--- config.mk ---
export PLATFORM = sky130hd
export DESIGN_NAME = pfifo_bridge
export DESIGN_NICKNAME = d
export VERILOG_FILES = /design/src/rtl/pfifo_pkg.sv /design/src/rtl/pfifo_sync2.sv /design/src/rtl/pfifo_timer.sv /design/src/rtl/pfifo_bridge.sv
export SDC_FILE = /design/constraint.sdc
export NUM_CORES = 1
export LEC_CHECK = 0
export ABC_AREA = 1
export BUFFER_PORTS_ARGS = -buffer_cell sky130_fd_sc_hd__buf_2
export CAP_MARGIN = 20
export CORE_ASPECT_RATIO = 2
export CORE_MARGIN = 2
export CORE_UTILIZATION = 41
export CTS_CLUSTER_SIZE = 20
export DETAILED_ROUTE_END_ITERATION = 6
export GPL_ROUTABILITY_DRIVEN = 0
export PLACE_DENSITY = 0.66
export SYNTH_ARGS = -nofsm -noshare
export SYNTH_HDL_FRONTEND = slang
export SYNTH_HIERARCHICAL = 1
export SYNTH_SLANG_ARGS = --single-unit
--- constraint.sdc ---
create_clock -name clk -period 1.6 [get_ports clk]
set_input_delay 0.08 -clock clk [delete_from_list [all_inputs] [get_ports clk]]
set_output_delay 0.08 -clock clk [all_outputs]
set_load 0.01 [all_outputs]
--- src/rtl/pfifo_pkg.sv ---
package pfifo_pkg;

    typedef enum logic [2:0] {
        S_IDLE,
        S_WAIT_READY,
        S_STROBE_ACTIVE,
        S_HOLD,
        S_RECOVER
    } xfer_state_t;

    typedef enum logic {
        OP_WRITE,
        OP_READ
    } xfer_op_t;

endpackage

--- src/rtl/pfifo_sync2.sv ---
module pfifo_sync2 #(
    parameter int WIDTH   = 2,
    parameter bit RST_VAL = 1'b1
) (
    input  logic             clk,
    input  logic             rst_n,
    input  logic [WIDTH-1:0] din,
    output logic [WIDTH-1:0] dout
);
    logic [WIDTH-1:0] stage1;

    always_ff @(posedge clk) begin
        if (!rst_n) begin
            stage1 <= {WIDTH{RST_VAL}};
            dout   <= {WIDTH{RST_VAL}};
        end else begin
            stage1 <= din;
            dout   <= stage1;
        end
    end
endmodule

--- src/rtl/pfifo_timer.sv ---
module pfifo_timer #(
    parameter int CNT_W = 2
) (
    input  logic             clk,
    input  logic             rst_n,
    input  logic             load,
    input  logic [CNT_W-1:0] load_val,
    output logic             expired
);
    logic [CNT_W-1:0] count;

    always_ff @(posedge clk) begin
        if (!rst_n)
            count <= '0;
        else if (load)
            count <= load_val;
        else if (count != '0)
            count <= count - 1'b1;
    end

    assign expired = (count == '0);
endmodule

--- src/rtl/pfifo_bridge.sv ---
module pfifo_bridge
    import pfifo_pkg::*;
#(
    parameter int DATA_W    = 8,
    parameter int WR_PULSE  = 3,
    parameter int RD_PULSE  = 3,
    parameter int RECOV_GAP = 2
) (
    input  logic              clk,
    input  logic              rst_n,
    input  logic              wr_req,
    input  logic [DATA_W-1:0] wr_byte,
    input  logic              rd_req,
    input  logic              fetch,
    input  logic              status_rd,
    output logic              busy,
    output logic              wr_done,
    output logic              rd_ready,
    output logic              overrun,
    output logic [DATA_W-1:0] rd_byte,
    input  logic              dev_rxf_n,
    input  logic              dev_txe_n,
    output logic              dev_rd_n,
    output logic              dev_wr_n,
    output logic [DATA_W-1:0] dev_data_o,
    output logic              dev_data_oe,
    input  logic [DATA_W-1:0] dev_data_i
);
    localparam int MAX_AB = (WR_PULSE > RD_PULSE) ? WR_PULSE : RD_PULSE;
    localparam int MAX_C  = (MAX_AB > RECOV_GAP) ? MAX_AB : RECOV_GAP;
    localparam int CNT_W  = $clog2(MAX_C + 1);
    localparam int RUN_W  = CNT_W + 1;

    xfer_state_t      state, state_nx;
    xfer_op_t         op;
    logic [DATA_W-1:0] out_byte;
    logic             rxf_sync, txe_sync;
    logic             dev_ready;
    logic             tmr_load, tmr_expired;
    logic [CNT_W-1:0] tmr_val;
    logic             accept;

    // Status inputs cross into the clock domain through two flops
    pfifo_sync2 #(.WIDTH(2), .RST_VAL(1'b1)) u_sync (
        .clk  (clk),
        .rst_n(rst_n),
        .din  ({dev_rxf_n, dev_txe_n}),
        .dout ({rxf_sync, txe_sync})
    );

    pfifo_timer #(.CNT_W(CNT_W)) u_timer (
        .clk     (clk),
        .rst_n   (rst_n),
        .load    (tmr_load),
        .load_val(tmr_val),
        .expired (tmr_expired)
    );

    assign dev_ready = (op == OP_WRITE) ? !txe_sync : !rxf_sync;
    assign accept    = (state == S_IDLE) && (wr_req || rd_req);

    // Next-state and timer control
    always_comb begin
        state_nx = state;
        tmr_load = 1'b0;
        tmr_val  = '0;
        unique case (state)
            S_IDLE: begin
                if (wr_req || rd_req)
                    state_nx = S_WAIT_READY;
            end
            S_WAIT_READY: begin
                if (dev_ready) begin
                    state_nx = S_STROBE_ACTIVE;
                    tmr_load = 1'b1;
                    tmr_val  = (op == OP_WRITE) ? CNT_W'(WR_PULSE - 1)
                                                : CNT_W'(RD_PULSE - 1);
                end
            end
            S_STROBE_ACTIVE: begin
                if (tmr_expired) begin
                    if (op == OP_WRITE) begin
                        state_nx = S_HOLD;
                    end else begin
                        state_nx = S_RECOVER;
                        tmr_load = 1'b1;
                        tmr_val  = CNT_W'(RECOV_GAP - 1);
                    end
                end
            end
            S_HOLD: begin
                state_nx = S_RECOVER;
                tmr_load = 1'b1;
                tmr_val  = CNT_W'(RECOV_GAP - 1);
            end
            S_RECOVER: begin
                if (tmr_expired)
                    state_nx = S_IDLE;
            end
            default: state_nx = S_IDLE;
        endcase
    end

    // State register, request latch, capture and flags
    always_ff @(posedge clk) begin
        if (!rst_n) begin
            state    <= S_IDLE;
            op       <= OP_WRITE;
            out_byte <= '0;
            rd_byte  <= '0;
            wr_done  <= 1'b0;
            rd_ready <= 1'b0;
            overrun  <= 1'b0;
        end else begin
            state <= state_nx;
            if (accept) begin
                op <= wr_req ? OP_WRITE : OP_READ;
                if (wr_req) begin
                    out_byte <= wr_byte;
                    wr_done  <= 1'b0;
                end
            end
            if (state == S_STROBE_ACTIVE && tmr_expired && op == OP_READ)
                rd_byte <= dev_data_i;
            if (fetch)
                rd_ready <= 1'b0;
            if (state == S_RECOVER && tmr_expired) begin
                if (op == OP_WRITE) wr_done  <= 1'b1;
                else                rd_ready <= 1'b1;
            end
            if (status_rd)
                overrun <= 1'b0;
            if ((state != S_IDLE && (wr_req || rd_req)) ||
                (state == S_IDLE && wr_req && rd_req))
                overrun <= 1'b1;
        end
    end

    // Outputs decoded from the registered state
    always_comb begin
        busy        = (state != S_IDLE);
        dev_wr_n    = !(state == S_STROBE_ACTIVE && op == OP_WRITE);
        dev_rd_n    = !(state == S_STROBE_ACTIVE && op == OP_READ);
        dev_data_oe = (op == OP_WRITE) &&
                      (state == S_STROBE_ACTIVE || state == S_HOLD);
        dev_data_o  = out_byte;
    end

    // Run length of the write strobe, for the width check
    logic [RUN_W-1:0] wr_low_run;
    always_ff @(posedge clk) begin
        if (!rst_n)
            wr_low_run <= '0;
        else if (!dev_wr_n) begin
            if (wr_low_run != '1)
                wr_low_run <= wr_low_run + 1'b1;
        end else
            wr_low_run <= '0;
    end

    AST_RESET_IDLE: assert property (@(posedge clk)
        $rose(rst_n) |-> (dev_wr_n && dev_rd_n && !dev_data_oe && !busy));
    AST_WR_AFTER_SPACE: assert property (@(posedge clk) disable iff (!rst_n)
        $fell(dev_wr_n) |-> !$past(txe_sync));
    AST_WR_WIDTH: assert property (@(posedge clk) disable iff (!rst_n)
        $rose(dev_wr_n) |-> (wr_low_run == RUN_W'(WR_PULSE)));
    AST_WR_DATA_HOLD: assert property (@(posedge clk) disable iff (!rst_n)
        $rose(dev_wr_n) |-> (dev_data_oe && $stable(dev_data_o)));
    AST_RD_AFTER_DATA: assert property (@(posedge clk) disable iff (!rst_n)
        $fell(dev_rd_n) |-> !$past(rxf_sync));
    AST_STROBE_EXCL: assert property (@(posedge clk) disable iff (!rst_n)
        (dev_rd_n || dev_wr_n));
    AST_RD_NO_DRIVE: assert property (@(posedge clk) disable iff (!rst_n)
        !dev_rd_n |-> !dev_data_oe);
    AST_FETCH_CLEARS: assert property (@(posedge clk) disable iff (!rst_n)
        (fetch && !busy) |=> !rd_ready);
    AST_OVERRUN_SET: assert property (@(posedge clk) disable iff (!rst_n)
        (busy && (wr_req || rd_req)) |=> overrun);
endmodule

# --- Word level (Yosys, flattened, before mapping) ---
# Cells that the tools add are included.
totals:
  word_cells: 72
  output_inout_bits: 23
  ff_bits: 29
classes:
  n_addsub: 1
  n_eq_ne: 8
  reduce_logical: 25
  bitwise_logic: 1
  mux: 27
op_table:
  columns: ["op", "count"]
  rows:
  - ["two-way mux 1 bit", 16]
  - ["two-way mux 3 bit", 5]
  - ["one-hot mux 3 bit (5 select lines)", 1]
  - ["logical AND 1 bit", 10]
  - ["== test 3 x 2 -> 1 bit, second input constant", 2]
  - ["two-way mux 2 bit", 3]
  - ["inequality test 2 bit, second input constant", 3]
  - ["one-hot mux 2 bit (3 select lines)", 1]
  - ["nonzero test 2 bit", 3]
  - ["logical NOT 1 bit", 4]
  - ["AND reduction 4 bit", 1]
  - ["== test 3 x 1 -> 1 bit, second input constant", 1]
  - ["== test 3 bit, second input constant", 1]
  - ["logical NOT 3 bit", 1]
  - ["logical OR 1 bit", 3]
  - ["one-hot mux 1 bit (3 select lines)", 1]
  - ["nonzero test 3 bit", 1]
  - ["logical NOT 2 bit", 1]
  - ["inequality test 2 x 1 -> 1 bit, second input constant", 1]
  - ["AND reduction 2 bit", 1]
  - ["subtractor 2 x 1 -> 2 bit, second input constant", 1]
  - ["NOT 1 bit", 1]

# --- Depth between registers and ports, before layout ---
logic_depth:
  ltp_word: 5
  mapped_depth: 9
  mapped_depth_nobuf: 8

# --- Modules after synthesis ---
# The synthesis kept the hierarchy.
by_module_without_submodules:
  columns: ["module", "seq_area_each_um2", "area_each_um2", "n_inst", "cells_each"]
  rows:
  - ["pfifo_bridge", 460.4, 996.0, 1, 135]
  - ["pfifo_sync2", 80.1, 110.1, 1, 12]
  - ["pfifo_timer", 40.0, 110.1, 1, 16]

# --- Worst setup path after synthesis ---
# Ideal clock, no wire load.
synth_path:
  path_kind: "flip-flop to flip-flop"
  start: "register u_timer.count[0]"
  end: "register u_timer.count[1]"
  required_time_ps: 1480
  t_arrival_ps: 1296
  path_stages_with_launch: 9
  path_slack_ps: 184
  synth_period_minus_slack_ps: 1416
  n_path_buf: 0
  cell_sequence: "dfxtp_1 -> inv_1 -> ha_1 -> nand2_1 -> a211oi_2 -> or2_1 -> inv_1 -> o21ai_0 -> a21oi_1"
synth_via:
  elab_chain_cells: 4
  word_cells_on_any_way: 8
synth_rtl:
  columns: ["element", "line_no", "text"]
  rows:
  - ["from (decl)", "pfifo_timer.sv:10", "logic [CNT_W-1:0] count;"]
  - ["from (signal assigned)", "pfifo_timer.sv:16", "count <= load_val;"]
  - ["from (signal assigned)", "pfifo_timer.sv:18", "count <= count - 1'b1;"]
  - ["logical NOT 2 bit (*)", "pfifo_timer.sv:21", "assign expired = (count == '0);"]
  - ["via tmr_expired", "pfifo_bridge.sv:39", "logic tmr_load, tmr_expired;"]
  - ["two-way mux 1 bit (*)", "pfifo_bridge.sv:81", "if (tmr_expired) begin"]
  - ["one-hot mux 1 bit (3 select lines) (*)", "pfifo_bridge.sv:67", "unique case (state)"]
  - ["via tmr_load", "pfifo_bridge.sv:39", null]
  - ["two-way mux 2 bit / nonzero test 2 bit (equally long branches)", null, null]
# The timed path passes the listed nets; every way through them passes the cells marked *. The select of a mux whose other input is x is not followed.
# A chain may end at the register's enable or synchronous reset.

# --- Final worst setup path ---
layout_path:
  start: "register u_timer.count[0]"
  end: "register u_timer.count[0]"
layout_via:
  elab_chain_cells: 4
  word_cells_on_any_way: 10
layout_rtl:
  columns: ["element", "line_no", "text"]
  rows:
  - ["logical NOT 2 bit", "pfifo_timer.sv:21", null]
  - ["via tmr_expired", "pfifo_bridge.sv:39", null]
  - ["two-way mux 1 bit", "pfifo_bridge.sv:81", null]
  - ["one-hot mux 2 bit (3 select lines)", "pfifo_bridge.sv:67", null]
  - ["via tmr_val[0]", "pfifo_bridge.sv:40", "logic [CNT_W-1:0] tmr_val;"]
  - ["two-way mux 2 bit", "pfifo_timer.sv:15", "else if (load)"]
# The timed path passes the listed nets, and every way through them passes these cells. The select of a mux whose other input is x is not followed.

==> flow_summary.json <==
{
  "drc": 0,
  "dp.cells": 238,
  "criticalPathCategory": "reg -> reg",
  "nets": 243,
  "max-slew-margin-rel_pct": 71.1,
  "r2r_start": "u_timer/count[0]",
  "synth_area_sq_um": 1220,
  "setup_violations": 0,
  "cts_tree": "done",
  "io-pin-count": 47,
  "synthDistinctLibCells": 24,
  "clk_latency_ns": 0.27,
  "yosysTopAreaCell": "dfxtp_1",
  "synthTopCellsByArea": "dfxtp_1 (48%), nand2_1 (11%), a21oi_1 (6.6%)",
  "clock_skew_ns": 0.00447,
  "drive_gt1_share_pct": 32.9,
  "hpwl_um": 2210,
  "port_buffers": 46,
  "max_freq_mhz": 643,
  "synth_cells": 163,
  "grt_max_degree": 18,
  "syn2layout_area_growth_pct": 31.5,
  "synth_nets": 188,
  "placed_area_sq_um": 1490,
  "grt_util_all_layers_pct": 18.5,
  "fin_area_sq_um": 1600,
  "cp.required_ns": 1.77,
  "worst-path-max-fanout": 3,
  "worstPathArrival_ns": 1.72,
  "nFillCells": 318,
  "clk_pin_slew_worst_paths_ns": 0.06,
  "pwr_density_cell_nw_per_um2": 1510,
  "overflow": 0,
  "vias": 1216,
  "drt_iter0_drc": 30,
  "clock-sinks": 29,
  "viasPerCell": 4.88,
  "grt_pass1_vias": 1192,
  "antenna_cells": 0,
  "crit_end": "u_timer/count[0]",
  "ff2ff_path_depth": 8,
  "wl_um": 2830,
  "fin_setup_tns_ns": 0,
  "ys_seq_elements": 29,
  "r2r_end": "u_timer/count[0]",
  "finalCritPeriodShare_pct": 97.2,
  "reg2reg_slack_ns": 0.04,
  "hold_viol": 0,
  "power_leakage_nw": 0.845,
  "postRouteAntennaNets": 0,
  "syn_avg_cell_area_sq_um": 7.46,
  "coreArea_sq_um": 2910,
  "cts_inserted_buffers": 5,
  "antenna_found_initial": 0,
  "endpoint_kind": "register",
  "cp-start-kind": "register",
  "seq_area_frac_synth_pct": 47.7,
  "die_w_um": 42.5,
  "grt_pass1_wl_um": 4750,
  "peakVddDrop_v": 0.000889,
  "routedWlPerCell_um": 11.3,
  "dieArea_sq_um": 3440,
  "yosysWarnings": 6,
  "drv_cap": 0,
  "stdcell_count": 249,
  "period_needed_ns": 1.56,
  "rows": 28,
  "first_pass_iters": 4,
  "worstMarginPinSlew_ns": 0.434,
  "status": "finished clean",
  "htree_levels": 2,
  "cts-root-buf": "clkbuf_8",
  "critPathLaunch": "u_timer/count[0]",
  "cts_max_path_buffers": 2,
  "die-height_um": 81.0,
  "yosysTopAreaCellShare_pct": 47.7,
  "min_path_type": "in -> reg",
  "maxSlewViolCount": 0,
  "start_util_pct": 41.8
}
==> worst min-delay path by stage <==
stage / to / depth (start not counted) / from
after floorplan: u_sync/stage1[0] / 1 / rst_n
after global placement: u_sync/stage1[1] / 3 / dev_rxf_n
after detailed placement: u_sync/stage1[1] / 3 / dev_rxf_n
after CTS: rd_byte[3] / 3 / dev_data_i[3]
after global routing: rd_byte[3] / 3 / dev_data_i[3]
final: rd_byte[3] / 3 / dev_data_i[3]
==> cell usage in the layout, fill, tap and decap left out, types with 2 or more instances in the layout <==
master / instances
buf_2: 46
nand2_1: 35
dfxtp_1: 29
nor2_1: 21
inv_1: 18
a21oi_1: 16
o21ai_0: 9
inv_2: 5
nand3_1: 5
clkbuf_8: 5
o21ai_1: 3
buf_4: 3
a211oi_2: 2
or2_1: 2
nor2_4: 2
nand2_4: 2
inv_4: 2
clkinv_2: 2
dlygate4sd3_1: 2
==> cells by family (layout without fill, tap and decap cells) <==
group,count (synthesis),after routing,synth area share (%)
and+or+nand+nor,73,73,27.2
AOI/OAI and AO/OA,32,32,14.9
DFF,29,29,47.7
buffers and inverters,28,84,9.16
adders and majority gates,1,1,1.03
==> critical path: stages, from the launching register on <==
cell and delay, ns:
dfxtp_1 0.31, inv_1 0.07, ha_1 0.19, nand2_2 0.10
a211oi_2 0.32, or2_1 0.18, inv_1 0.07, o21ai_0 0.14
a21oi_1 0.05
==> flip-flops by register name, summed over array words and instances (netlist names), 2 cells and up <==
signal,flops
dev_data_o,8
rd_byte,8
state,3
u_sync/dout,2
u_sync/stage1,2
u_timer/count,2
==> repair_timing <==
item	in CTS	in global routing
endpoints found under the setup margin	0	2
endpoints found under the hold margin	2	0
setup buffers	0	1
gates resized for setup	0	2
hold buffers	2	0
==> synthesized netlist by cell type, drive strengths merged <==
library cell	n
nor2	24
or2	3
a22oi	1
nand4	1
o41ai	1
dfxtp	29
nand2	38
clkbuf	2
nand3	6
a21oi	16
buf	1
ha	1
nor3	1
o21ai	12
inv	25
a211oi	2
==> report_power, final <==
group	switching, mW	internal, mW
clock	0.252	0.300
sequential	0.0987	0.843
combinational	0.569	0.351
total	0.919	1.49
==> cell type report <==
cell class	count	area [sq um]	area share, %
clock inverter	2	10.0	0.626
inverter	25	98.8	6.18
tap	30	37.5	2.35
sequential	29	581	36.3
multi-input combinational	106	527	32.9
timing repair buffer	51	273	17.1
clock buffer	6	72.6	4.54
==> layer usage <==
layer	global-route usage [%]	wire length, um	up-vias
met2	35.4	1580	36
met4	12.5	79	0
met3	4.00	146	6
li1	-	-	626
met1	16.6	1020	548
met5	0	0	-
==> stage by stage <==
step / hold WS [ns] / total power [mW] / util (%) / setup slack [ns]
2_1_floorplan: 0.149 / 1.57 / - / 0.184
3_3_place_gp: 0.250 / 1.81 / 51.1 / 0.238
3_5_place_dp: 0.257 / 1.86 / 51.1 / 0.0971
4_1_cts: 0.0216 / 2.43 / 54.6 / 0.0866
5_1_grt: 0.0375 / 2.60 / 55.0 / -0.00122
6_report: 0.0295 / 2.41 / 55.0 / 0.0445
(Power assumes the default switching activity.)
